===== src/rtl/dre_pkg.sv =====
package dre_pkg;

  // Sync field values of a descriptor status word
  localparam logic [1:0] SYNC_DONE_LINKED   = 2'd0;
  localparam logic [1:0] SYNC_DONE_UNLINKED = 2'd1;
  localparam logic [1:0] SYNC_HELD          = 2'd2;
  localparam logic [1:0] SYNC_OWNED         = 2'd3;

  // Status word bit positions
  localparam int F_SYNC = 0;
  localparam int F_TYPE = 2;
  localparam int F_CONG = 4;
  localparam int F_LOSS = 5;
  localparam int F_CRC  = 6;
  localparam int F_EOF  = 7;
  localparam int F_LEN  = 16;
  // Link word position of the buffer number
  localparam int F_BUF  = 16;

  typedef enum logic [1:0] {
    BT_DATA    = 2'd0,
    BT_RM      = 2'd1,
    BT_SEG_OAM = 2'd2,
    BT_E2E_OAM = 2'd3
  } btype_e;

  typedef enum logic [2:0] {
    ST_IDLE, ST_RECV, ST_DROP, ST_F0, ST_F1, ST_F2, ST_WB, ST_NOTE
  } st_e;

  function automatic btype_e pti_class(input logic [2:0] pti);
    if (!pti[2])     return BT_DATA;
    else if (pti[1]) return BT_RM;
    else if (pti[0]) return BT_E2E_OAM;
    else             return BT_SEG_OAM;
  endfunction

endpackage


===== src/rtl/dre_status_pack.sv =====
module dre_status_pack
  import dre_pkg::*;
#(
  parameter int LEN_W = 12
) (
  input  logic [LEN_W-1:0] len,
  input  logic             crc_ok,
  input  logic             clp,
  input  logic [2:0]       pti,
  input  logic             link_ok,
  output logic [31:0]      word
);
  always_comb begin
    word                  = '0;
    word[F_SYNC +: 2]     = link_ok ? SYNC_DONE_LINKED : SYNC_DONE_UNLINKED;
    word[F_TYPE +: 2]     = pti_class(pti);
    word[F_CONG]          = ~pti[2] & pti[1];
    word[F_LOSS]          = clp;
    word[F_CRC]           = crc_ok;
    word[F_EOF]           = 1'b1;
    word[F_LEN +: LEN_W]  = len;
  end
endmodule


===== src/rtl/dre_buf_wr.sv =====
module dre_buf_wr #(
  parameter int BUFN_W    = 8,
  parameter int OFF_W     = 9,
  parameter int LEN_W     = 12,
  parameter int WPC       = 12,
  parameter int MAX_CELLS = 42
) (
  input  logic                    clk,
  input  logic                    rst,
  input  logic                    wr,
  input  logic                    first,
  input  logic                    wlast,
  input  logic [BUFN_W-1:0]       base,
  input  logic [31:0]             din,
  output logic                    buf_we,
  output logic [BUFN_W+OFF_W-1:0] buf_addr,
  output logic [31:0]             buf_wdata,
  output logic [LEN_W-1:0]        len
);
  localparam int WIX_W = $clog2(WPC);
  localparam int CNT_W = $clog2(MAX_CELLS + 1);

  logic [WIX_W-1:0] woff, woff_eff;
  logic [CNT_W-1:0] cells, cells_eff;
  logic [LEN_W-1:0] len_eff;
  logic             store;

  always_comb begin
    woff_eff  = first ? '0 : woff;
    cells_eff = first ? '0 : cells;
    len_eff   = first ? '0 : len;
    store     = wr && (cells_eff < CNT_W'(MAX_CELLS));
  end

  always_ff @(posedge clk) begin
    if (rst) begin
      woff      <= '0;
      cells     <= '0;
      len       <= '0;
      buf_we    <= 1'b0;
      buf_addr  <= '0;
      buf_wdata <= '0;
    end else begin
      buf_we <= store;
      if (store) begin
        buf_addr  <= {base, OFF_W'(cells_eff) * OFF_W'(WPC) + OFF_W'(woff_eff)};
        buf_wdata <= din;
      end
      if (wr) begin
        woff  <= wlast ? '0 : woff_eff + 1'b1;
        cells <= cells_eff + CNT_W'(store && wlast);
        len   <= len_eff + (store ? LEN_W'(4) : '0);
      end
    end
  end
endmodule


===== src/rtl/desc_rx_engine.sv =====
module desc_rx_engine
  import dre_pkg::*;
#(
  parameter int IDX_W      = 8,
  parameter int BUFN_W     = 8,
  parameter int BUF_BYTES  = 2048,
  parameter int CELL_BYTES = 48,
  parameter int MAX_CELLS  = 42,
  parameter int HEAD_IDX   = 1,
  parameter int DROP_W     = 16
) (
  input  logic                                     clk,
  input  logic                                     rst,
  input  logic                                     in_valid,
  output logic                                     in_ready,
  input  logic [31:0]                              in_word,
  input  logic                                     in_wlast,
  input  logic                                     in_eof,
  input  logic                                     in_crc_ok,
  input  logic                                     in_clp,
  input  logic [2:0]                               in_pti,
  output logic [IDX_W:0]                           dt_addr,
  output logic                                     dt_re,
  output logic                                     dt_we,
  output logic [31:0]                              dt_wdata,
  input  logic [31:0]                              dt_rdata,
  output logic                                     buf_we,
  output logic [BUFN_W+$clog2(BUF_BYTES/4)-1:0]    buf_addr,
  output logic [31:0]                              buf_wdata,
  output logic [IDX_W-1:0]                         notify_idx,
  output logic                                     notify_stb,
  output logic                                     irq,
  input  logic                                     irq_rearm,
  output logic [DROP_W-1:0]                        drop_cnt
);
  localparam int WPC   = CELL_BYTES / 4;
  localparam int OFF_W = $clog2(BUF_BYTES / 4);
  localparam int LEN_W = $clog2(BUF_BYTES) + 1;

  st_e               st;
  logic              have_cur, for_eof, link_ok, irq_en;
  logic [IDX_W-1:0]  cand, cur_idx, cur_next, wb_idx;
  logic [BUFN_W-1:0] cur_buf;
  logic              eof_crc, eof_clp;
  logic [2:0]        eof_pti;
  logic [LEN_W-1:0]  frame_len;
  logic [31:0]       wb_word;
  logic              accept, take, first, frame_end, rd_ready;

  assign in_ready  = (st == ST_RECV) || (st == ST_DROP) || (st == ST_IDLE && have_cur);
  assign accept    = in_valid && in_ready;
  assign take      = accept && (st != ST_DROP);
  assign first     = accept && (st == ST_IDLE);
  assign frame_end = accept && in_wlast && in_eof;
  assign rd_ready  = (dt_rdata[F_SYNC +: 2] == SYNC_OWNED);
  assign notify_stb = (st == ST_NOTE);

  // Descriptor table port: status read, link read, status write-back
  always_comb begin
    dt_re    = 1'b0;
    dt_we    = 1'b0;
    dt_addr  = {cand, 1'b0};
    dt_wdata = wb_word;
    case (st)
      ST_F0: dt_re = 1'b1;
      ST_F1: begin
        dt_addr = {cand, 1'b1};
        dt_re   = rd_ready;
      end
      ST_WB: begin
        dt_we   = 1'b1;
        dt_addr = {wb_idx, 1'b0};
      end
      default: ;
    endcase
  end

  always_ff @(posedge clk) begin
    if (rst) begin
      st         <= ST_IDLE;
      have_cur   <= 1'b0;
      for_eof    <= 1'b0;
      link_ok    <= 1'b0;
      cand       <= IDX_W'(HEAD_IDX);
      cur_idx    <= '0;
      cur_next   <= '0;
      cur_buf    <= '0;
      wb_idx     <= '0;
      eof_crc    <= 1'b0;
      eof_clp    <= 1'b0;
      eof_pti    <= '0;
      irq        <= 1'b0;
      irq_en     <= 1'b1;
      notify_idx <= '0;
      drop_cnt   <= '0;
    end else begin
      irq <= 1'b0;
      if (irq_rearm) irq_en <= 1'b1;
      case (st)
        ST_IDLE, ST_RECV: begin
          if (st == ST_IDLE && !have_cur && in_valid) begin
            for_eof <= 1'b0;
            st      <= ST_F0;
          end else if (take) begin
            if (frame_end) begin
              for_eof <= 1'b1;
              wb_idx  <= cur_idx;
              cand    <= cur_next;
              eof_crc <= in_crc_ok;
              eof_clp <= in_clp;
              eof_pti <= in_pti;
              st      <= ST_F0;
            end else begin
              st <= ST_RECV;
            end
          end
        end
        ST_DROP: begin
          if (frame_end) begin
            drop_cnt <= drop_cnt + 1'b1;
            st       <= ST_IDLE;
          end
        end
        ST_F0: st <= ST_F1;
        ST_F1: begin
          if (rd_ready) begin
            st <= ST_F2;
          end else begin
            have_cur <= 1'b0;
            link_ok  <= 1'b0;
            st       <= for_eof ? ST_WB : ST_DROP;
          end
        end
        ST_F2: begin
          cur_idx  <= cand;
          cur_buf  <= dt_rdata[F_BUF +: BUFN_W];
          cur_next <= dt_rdata[IDX_W-1:0];
          have_cur <= 1'b1;
          link_ok  <= 1'b1;
          st       <= for_eof ? ST_WB : ST_IDLE;
        end
        ST_WB: begin
          notify_idx <= wb_idx;
          st         <= ST_NOTE;
        end
        ST_NOTE: begin
          if (irq_en) begin
            irq    <= 1'b1;
            irq_en <= 1'b0;
          end
          st <= ST_IDLE;
        end
        default: st <= ST_IDLE;
      endcase
    end
  end

  dre_status_pack #(.LEN_W(LEN_W)) u_pack (
    .len     (frame_len),
    .crc_ok  (eof_crc),
    .clp     (eof_clp),
    .pti     (eof_pti),
    .link_ok (link_ok),
    .word    (wb_word)
  );

  dre_buf_wr #(
    .BUFN_W    (BUFN_W),
    .OFF_W     (OFF_W),
    .LEN_W     (LEN_W),
    .WPC       (WPC),
    .MAX_CELLS (MAX_CELLS)
  ) u_wr (
    .clk       (clk),
    .rst       (rst),
    .wr        (take),
    .first     (first),
    .wlast     (in_wlast),
    .base      (cur_buf),
    .din       (in_word),
    .buf_we    (buf_we),
    .buf_addr  (buf_addr),
    .buf_wdata (buf_wdata),
    .len       (frame_len)
  );
endmodule


===== config.mk =====
export PLATFORM = sky130hd
export DESIGN_NAME = desc_rx_engine
export DESIGN_NICKNAME = d
export VERILOG_FILES = /design/src/rtl/dre_pkg.sv /design/src/rtl/dre_status_pack.sv /design/src/rtl/dre_buf_wr.sv /design/src/rtl/desc_rx_engine.sv
export SDC_FILE = /design/constraint.sdc
export NUM_CORES = 1
export LEC_CHECK = 0
export CAP_MARGIN = 0
export CORE_MARGIN = 5
export CORE_UTILIZATION = 51
export DETAILED_ROUTE_END_ITERATION = 7
export PLACE_DENSITY = 0.86
export SLEW_MARGIN = 20
export SYNTH_ARGS = -nofsm -noshare
export SYNTH_HDL_FRONTEND = slang
export SYNTH_SLANG_ARGS = --single-unit

===== constraint.sdc =====
create_clock -name clk -period 7.36 [get_ports clk]
set_input_delay 1.472 -clock clk [delete_from_list [all_inputs] [get_ports clk]]
set_output_delay 1.472 -clock clk [all_outputs]
set_load 0.02 [all_outputs]

==> impl_metrics.ini, run 1 <==
[cts]
post_cts_buffers = 0
clock_latency_ns = 0.41
clock_path_buffers = 2
clock-sinks = 146
numCtsBuffers = 17
clockRootBuffer = clkbuf_16
cts_resized = 0
htree_levels = 4
cts-hold-fix-buffers = 0
clkTransAtPathRegs_ns = 0.06
cts_tree = built

[logic_synthesis]
syn_area_per_cell_um2 = 8.05
ys_top_cells_by_count = nand2_1 (202), dfxtp_1 (146), a21oi_1 (93)
synth_seq_area_share_pct = 46.4
ys.flop_type = dfxtp_1
synth_top_area_cell = dfxtp_1
synth_edf_count = 0
ys_warn_count = 0
synthArstFlopShare_pct = 0
synth.top_cell.area_share_pct = 46.4
synth-seq-cells = 146
synth_area_leaders = dfxtp_1 (46%), nand2_1 (12%), a21oi_1 (7.4%)
syn_inst = 783
synth.most_common_cell = nand2_1
syn-cell-area_um2 = 6300
yosysUniqueCellTypes = 55

[drt]
wl_per_cell_um = 14.1
drtAntennaViolNets = 0
vias = 5584
drcViolationCount = 0
drtPass1Iterations = 4
drt_iter0_drc = 320
routed_wl_um = 15400
vias_per_cell = 5.10

[worst_setup_path]
cp_num_buf_inv = 1
endpoint_kind = flip-flop
critPathTopFamily = simple AND/OR/NAND/NOR gates
critPathArrivalTime_ns = 5.68
crit_chain = clkdlybuf4s50_1, or3b_1, or3_1, and2_1, ha_1, a22oi_1, nor2_1, a311o_2, nor2_1, ha_1, nand2_1, nor2_1, nand4_1, xor2_1, nor3_1
r2r_setup_slack_ns = 3.08
slowest_stage = a311o_2
cpMostUsedCell = nor2_1
worstPathRequired_ns = 7.69
critPathLaunchType = primary input
crit_type = in -> reg
crit_path_max_incr_delay_ns = 0.77
path_max_fanout = 49

[power]
power_uw = 1870
leakage_uw = 0.00320
vdd_drop_max_uv = 176
powerDensity_nw_per_um2 = 221

[flow_run]
cap_violations = 0

[placement]
io_buffers = 162
gp_congestion = 0.803
place_area_um2 = 7900
dp_hpwl_um = 10200

[finish]
drive_above_1_share_pct = 4.86
finish.net_count = 1001
fillerInstances = 954
insertedDiodeCount = 0
syn_to_final_growth_pct = 34.7
final_area_um2 = 8480

[grt]
grt_start_max_net_pins = 88
antenna_found_initial = 0
grt_pass1_wl_um = 24800
grt-ovfl-total = 0
grt_pass1_vias = 5250
grt_usage_pct = 20.7

[timing]
min_period_ns = 5.35
rsz0062_at_grt = no
setup_viol = 0
hold_viol_final = 0
slew_headroom_pct = 29.0
fin_skew_ns = 0.00862
max_freq_mhz = 187
drv_slew = 0
final.setup.tns_ns = 0
worst_slew_pin_slew_ns = 1.06
fin_crit_sh_pct = 72.7

[worst_hold_path]
worst_hold_path_type = reg -> reg

[floorplan]
io_pins = 195
row_count = 40
initial_core_util_pct = 52.2
die_w_um = 121
die-area_um2 = 14700
core_area_um2 = 12100
die_y_um = 121

[status]
status = completed
## logic make-up (layout without fill, tap and decap cells)
group	count (synthesis)	after routing	share of synthesized area, %
compound gates	133	133	12.0
xor+xnor	34	34	4.73
fa+ha+maj	11	11	2.30
buf+inv	74	203	5.52
flops	146	146	46.4
mux	24	24	3.83
other cells	2	16	0.119
simple gates	359	359	25.1
## cell usage in the layout (no fill, tap or decap), drive strengths merged, types with 16 or more instances in the layout
cell / Yosys / routed
nand2: 202 / 202
clkdlybuf4s50: 0 / 161
dfxtp: 146 / 146
a21oi: 93 / 93
nor2: 70 / 70
clkbuf: 44 / 26
mux2i: 23 / 23
xor2: 20 / 20
nor3: 17 / 17
conb: 2 / 16
## per-stage QoR
step	worst slack (ns)	std cells	util, %	hold slack, ns
2_1_floorplan	2.36	797	-	0.432
3_3_place_gp	1.65	1064	65.5	0.438
3_5_place_dp	1.60	1064	65.5	0.443
4_1_cts	2.02	1094	70.3	0.452
5_1_grt	1.68	1094	70.3	0.467
6_report	2.01	1094	70.3	0.449
## state kept, by name (all words and copies together), names as in the netlist
| name | count |
|---|---|
| cand | 8 |
| cur_buf | 8 |
| cur_idx | 8 |
| cur_next | 8 |
| drop_cnt | 16 |
| eof_clp | 1 |
| eof_crc | 1 |
| eof_pti | 3 |
| for_eof | 1 |
| irq | 1 |
| irq_en | 1 |
| link_ok | 1 |
| notify_idx | 8 |
| st | 3 |
| u_wr.buf_addr | 17 |
| u_wr.buf_wdata | 32 |
| u_wr.buf_we | 1 |
| u_wr.cells | 6 |
| u_wr.len | 10 |
| u_wr.woff | 4 |
| wb_idx | 8 |
## tightest hold or removal path: cells and delay by family, from the launching register on
family           cells  cell delay, ns
AO/OA/AOI/OAI        1            0.05
flip-flops           1            0.30
AND/OR/NAND/NOR      1            0.05
## path summary, 6_finish.rpt
| check | from | endpoint | cells past startpoint |
|---|---|---|---|
| worst max-delay path | in_valid | u_wr.len[10] | 15 |
| worst min-delay path | cur_next[0] | cur_next[0] | 2 |
| worst min register to register | cur_next[0] | cur_next[0] | 2 |
| worst max register to register | st[1] | u_wr.len[10] | 14 |
## metal layers
layer  share of wire (%)  up-vias  track usage, %
met3                 7.8       21            7.27
met4                 1.6        0            6.65
met2                  48      170            34.8
met1                  42     2563            24.9
li1                    -     2830               -
met5                   0        -               0
## power breakdown
group / leakage, µW / internal, µW / switching (µW)
Clock: 0.000282 / 540 / 305
Sequential: 0.00118 / 810 / 19.5
Combinational: 0.00174 / 87.2 / 109
## area by class of cell
| cell class | instances | area [µm²] | area share, % |
|---|---|---|---|
| well taps | 168 | 210 | 2.48 |
| repair buffers | 166 | 1650 | 19.4 |
| multi-input cells | 577 | 3090 | 36.5 |
| inverters | 7 | 26.3 | 0.310 |
| clock inverters | 4 | 72.6 | 0.855 |
| clock buffers | 26 | 509 | 6.00 |
| flip-flops and latches | 146 | 2920 | 34.4 |
No activity file was read; power rests on OpenSTA's default activity.
==> run 2: changes to the inputs <==
--- a/config.mk
+++ b/config.mk
@@ -7,9 +7,9 @@
 export LEC_CHECK = 0
 export CAP_MARGIN = 0
 export CORE_MARGIN = 5
-export CORE_UTILIZATION = 51
+export CORE_UTILIZATION = 42
 export DETAILED_ROUTE_END_ITERATION = 7
-export PLACE_DENSITY = 0.86
+export PLACE_DENSITY = 0.76
 export SLEW_MARGIN = 20
 export SYNTH_ARGS = -nofsm -noshare
 export SYNTH_HDL_FRONTEND = slang
==> constraint.sdc (replaced) <==
create_clock -name clk -period 4.75 [get_ports clk]
set_input_delay 0.95 -clock clk [delete_from_list [all_inputs] [get_ports clk]]
set_output_delay 0.95 -clock clk [all_outputs]
set_load 0.02 [all_outputs]
==> impl_metrics.ini, run 2 (same netlist as run 1, synthesis figures left out) <==
[cts]
clock-sinks = 146
clockRootBuffer = clkbuf_16
cts_resized = 0
post_cts_buffers = 0
numCtsBuffers = 17
clkTransAtPathRegs_ns = 0.06
htree_levels = 4
clock_latency_ns = 0.41
cts_tree = built
cts-hold-fix-buffers = 0
clock_path_buffers = 2

[timing]
max_freq_mhz = 233
hold_slack_ns = 0.447
hold_viol_final = 0
fin_ws_ns = 0.462
setup_viol = 0
slew_headroom_pct = 37.0
rsz0062_at_grt = no
final.setup.tns_ns = 0
fin_crit_sh_pct = 90.3
worst_slew_pin_slew_ns = 0.945
drv_slew = 0
fin_skew_ns = 0.00705
min_period_ns = 4.29

[placement]
io_buffers = 162
dp_hpwl_um = 10500
place_area_um2 = 8000
gp_congestion = 0.808
dpl_worst_slack_ns = 0.0606

[worst_setup_path]
r2r_cells = 12
worstPathRequired_ns = 5.10
path_max_fanout = 7
critPathLaunchType = primary input
r2r_setup_slack_ns = 0.95
critPathArrivalTime_ns = 4.64
r2r-start = st[2]
r2r_end = u_wr.buf_addr[8]
crit_path_max_incr_delay_ns = 0.65
crit_chain = clkdlybuf4s50_1, or3b_1, or3_1, and2_1, ha_1, ha_1, nor2b_1, o21ai_0, nand3_1, xnor2_1, or3_1, or4b_2, nand3_1
slowest_stage = or4b_2
crit_type = in -> reg
crit_start = in_valid
endpoint_kind = flip-flop

[worst_hold_path]
worst_hold_path_type = reg -> reg
min_from = cur_buf[6]
holdPathStages = 2
hold_path_end = u_wr.buf_addr[15]

[power]
leakage_uw = 0.00324
powerDensity_nw_per_um2 = 336
vdd_drop_max_uv = 251

[drt]
vias_per_cell = 5.00
drt_iter0_drc = 332
routed_wl_um = 15800
wl_per_cell_um = 14.1
vias = 5600
drtAntennaViolNets = 0
drtPass1Iterations = 6
drcViolationCount = 0

[floorplan]
core_area_um2 = 14600
row_count = 44
die-area_um2 = 17600
io_pins = 195
initial_core_util_pct = 43.0
die_w_um = 132
die_y_um = 132

[grt]
grt_start_max_net_pins = 87
grt_usage_pct = 17.8
grt-ovfl-total = 0
grt_pass1_vias = 5318
antenna_found_initial = 0
grt_pass1_wl_um = 26000

[finish]
fillerInstances = 1361
syn_to_final_growth_pct = 36.1
final_common_cell = nand2_1
finish.net_count = 1011
layout_common_cells = nand2_1 (202), clkdlybuf4s50_1 (161), dfxtp_1 (146)
drive_above_1_share_pct = 6.40
top_register = u_wr.buf_wdata
largest_reg_flops = 32
utilization_pct = 58.5
reg.largest.list = u_wr.buf_wdata x32, u_wr.buf_addr x17, drop_cnt x16
final_area_um2 = 8570
insertedDiodeCount = 0

[status]
status = completed

[flow_run]
cap_violations = 0
## run 2: worst max-delay path: cells and delay by family
family,cells,cell delay [ns]
AOI/OAI and AO/OA,1,0.20
xor gates and xnor gates,1,0.15
buffers and inverters,1,0.48
and+or+nand+nor,8,2.43
adders and majority gates,2,0.44
## run 2: routing by layer
metal,part of all wire (%),track usage [%],up-vias
met5,0,0,-
met4,0.92,5.08,0
met3,6.2,6.11,14
met2,47,29.2,134
met1,46,22.4,2597
li1,-,-,2855
## run 2: final cells by class
type | count | area [µm²] | area share (%)
multi-input cells | 577 | 3100 | 36.2
flip-flops and latches | 146 | 2920 | 34.1
repair buffers | 176 | 1720 | 20.1
clock buffers | 20 | 467 | 5.44
well taps | 184 | 230 | 2.69
clock inverters | 11 | 104 | 1.21
inverters | 7 | 26.3 | 0.306
## run 2: where the power goes
part	switching [µW]	internal, µW
clock	515	763
combinational	180	142
sequential	22.4	1260
## run 2: how the worst max path moves through the flow
stage | endpoint | slack (ns) | cells past startpoint
floorplan | u_wr.buf_addr[8] | 0.28 | 16
global route | u_wr.buf_addr[8] | 0.25 | 13
detailed placement | u_wr.buf_addr[8] | 0.06 | 13
finish | u_wr.buf_addr[8] | 0.46 | 13
CTS | u_wr.buf_addr[8] | 0.49 | 13
global placement | u_wr.buf_addr[8] | 0.09 | 13
## run 2: through the flow
step,total power [µW],cells
finish,2880,1121
global route,3000,1121
floorplan,1490,797
global placement,1620,1090
CTS,2910,1121
detailed placement,1630,1090
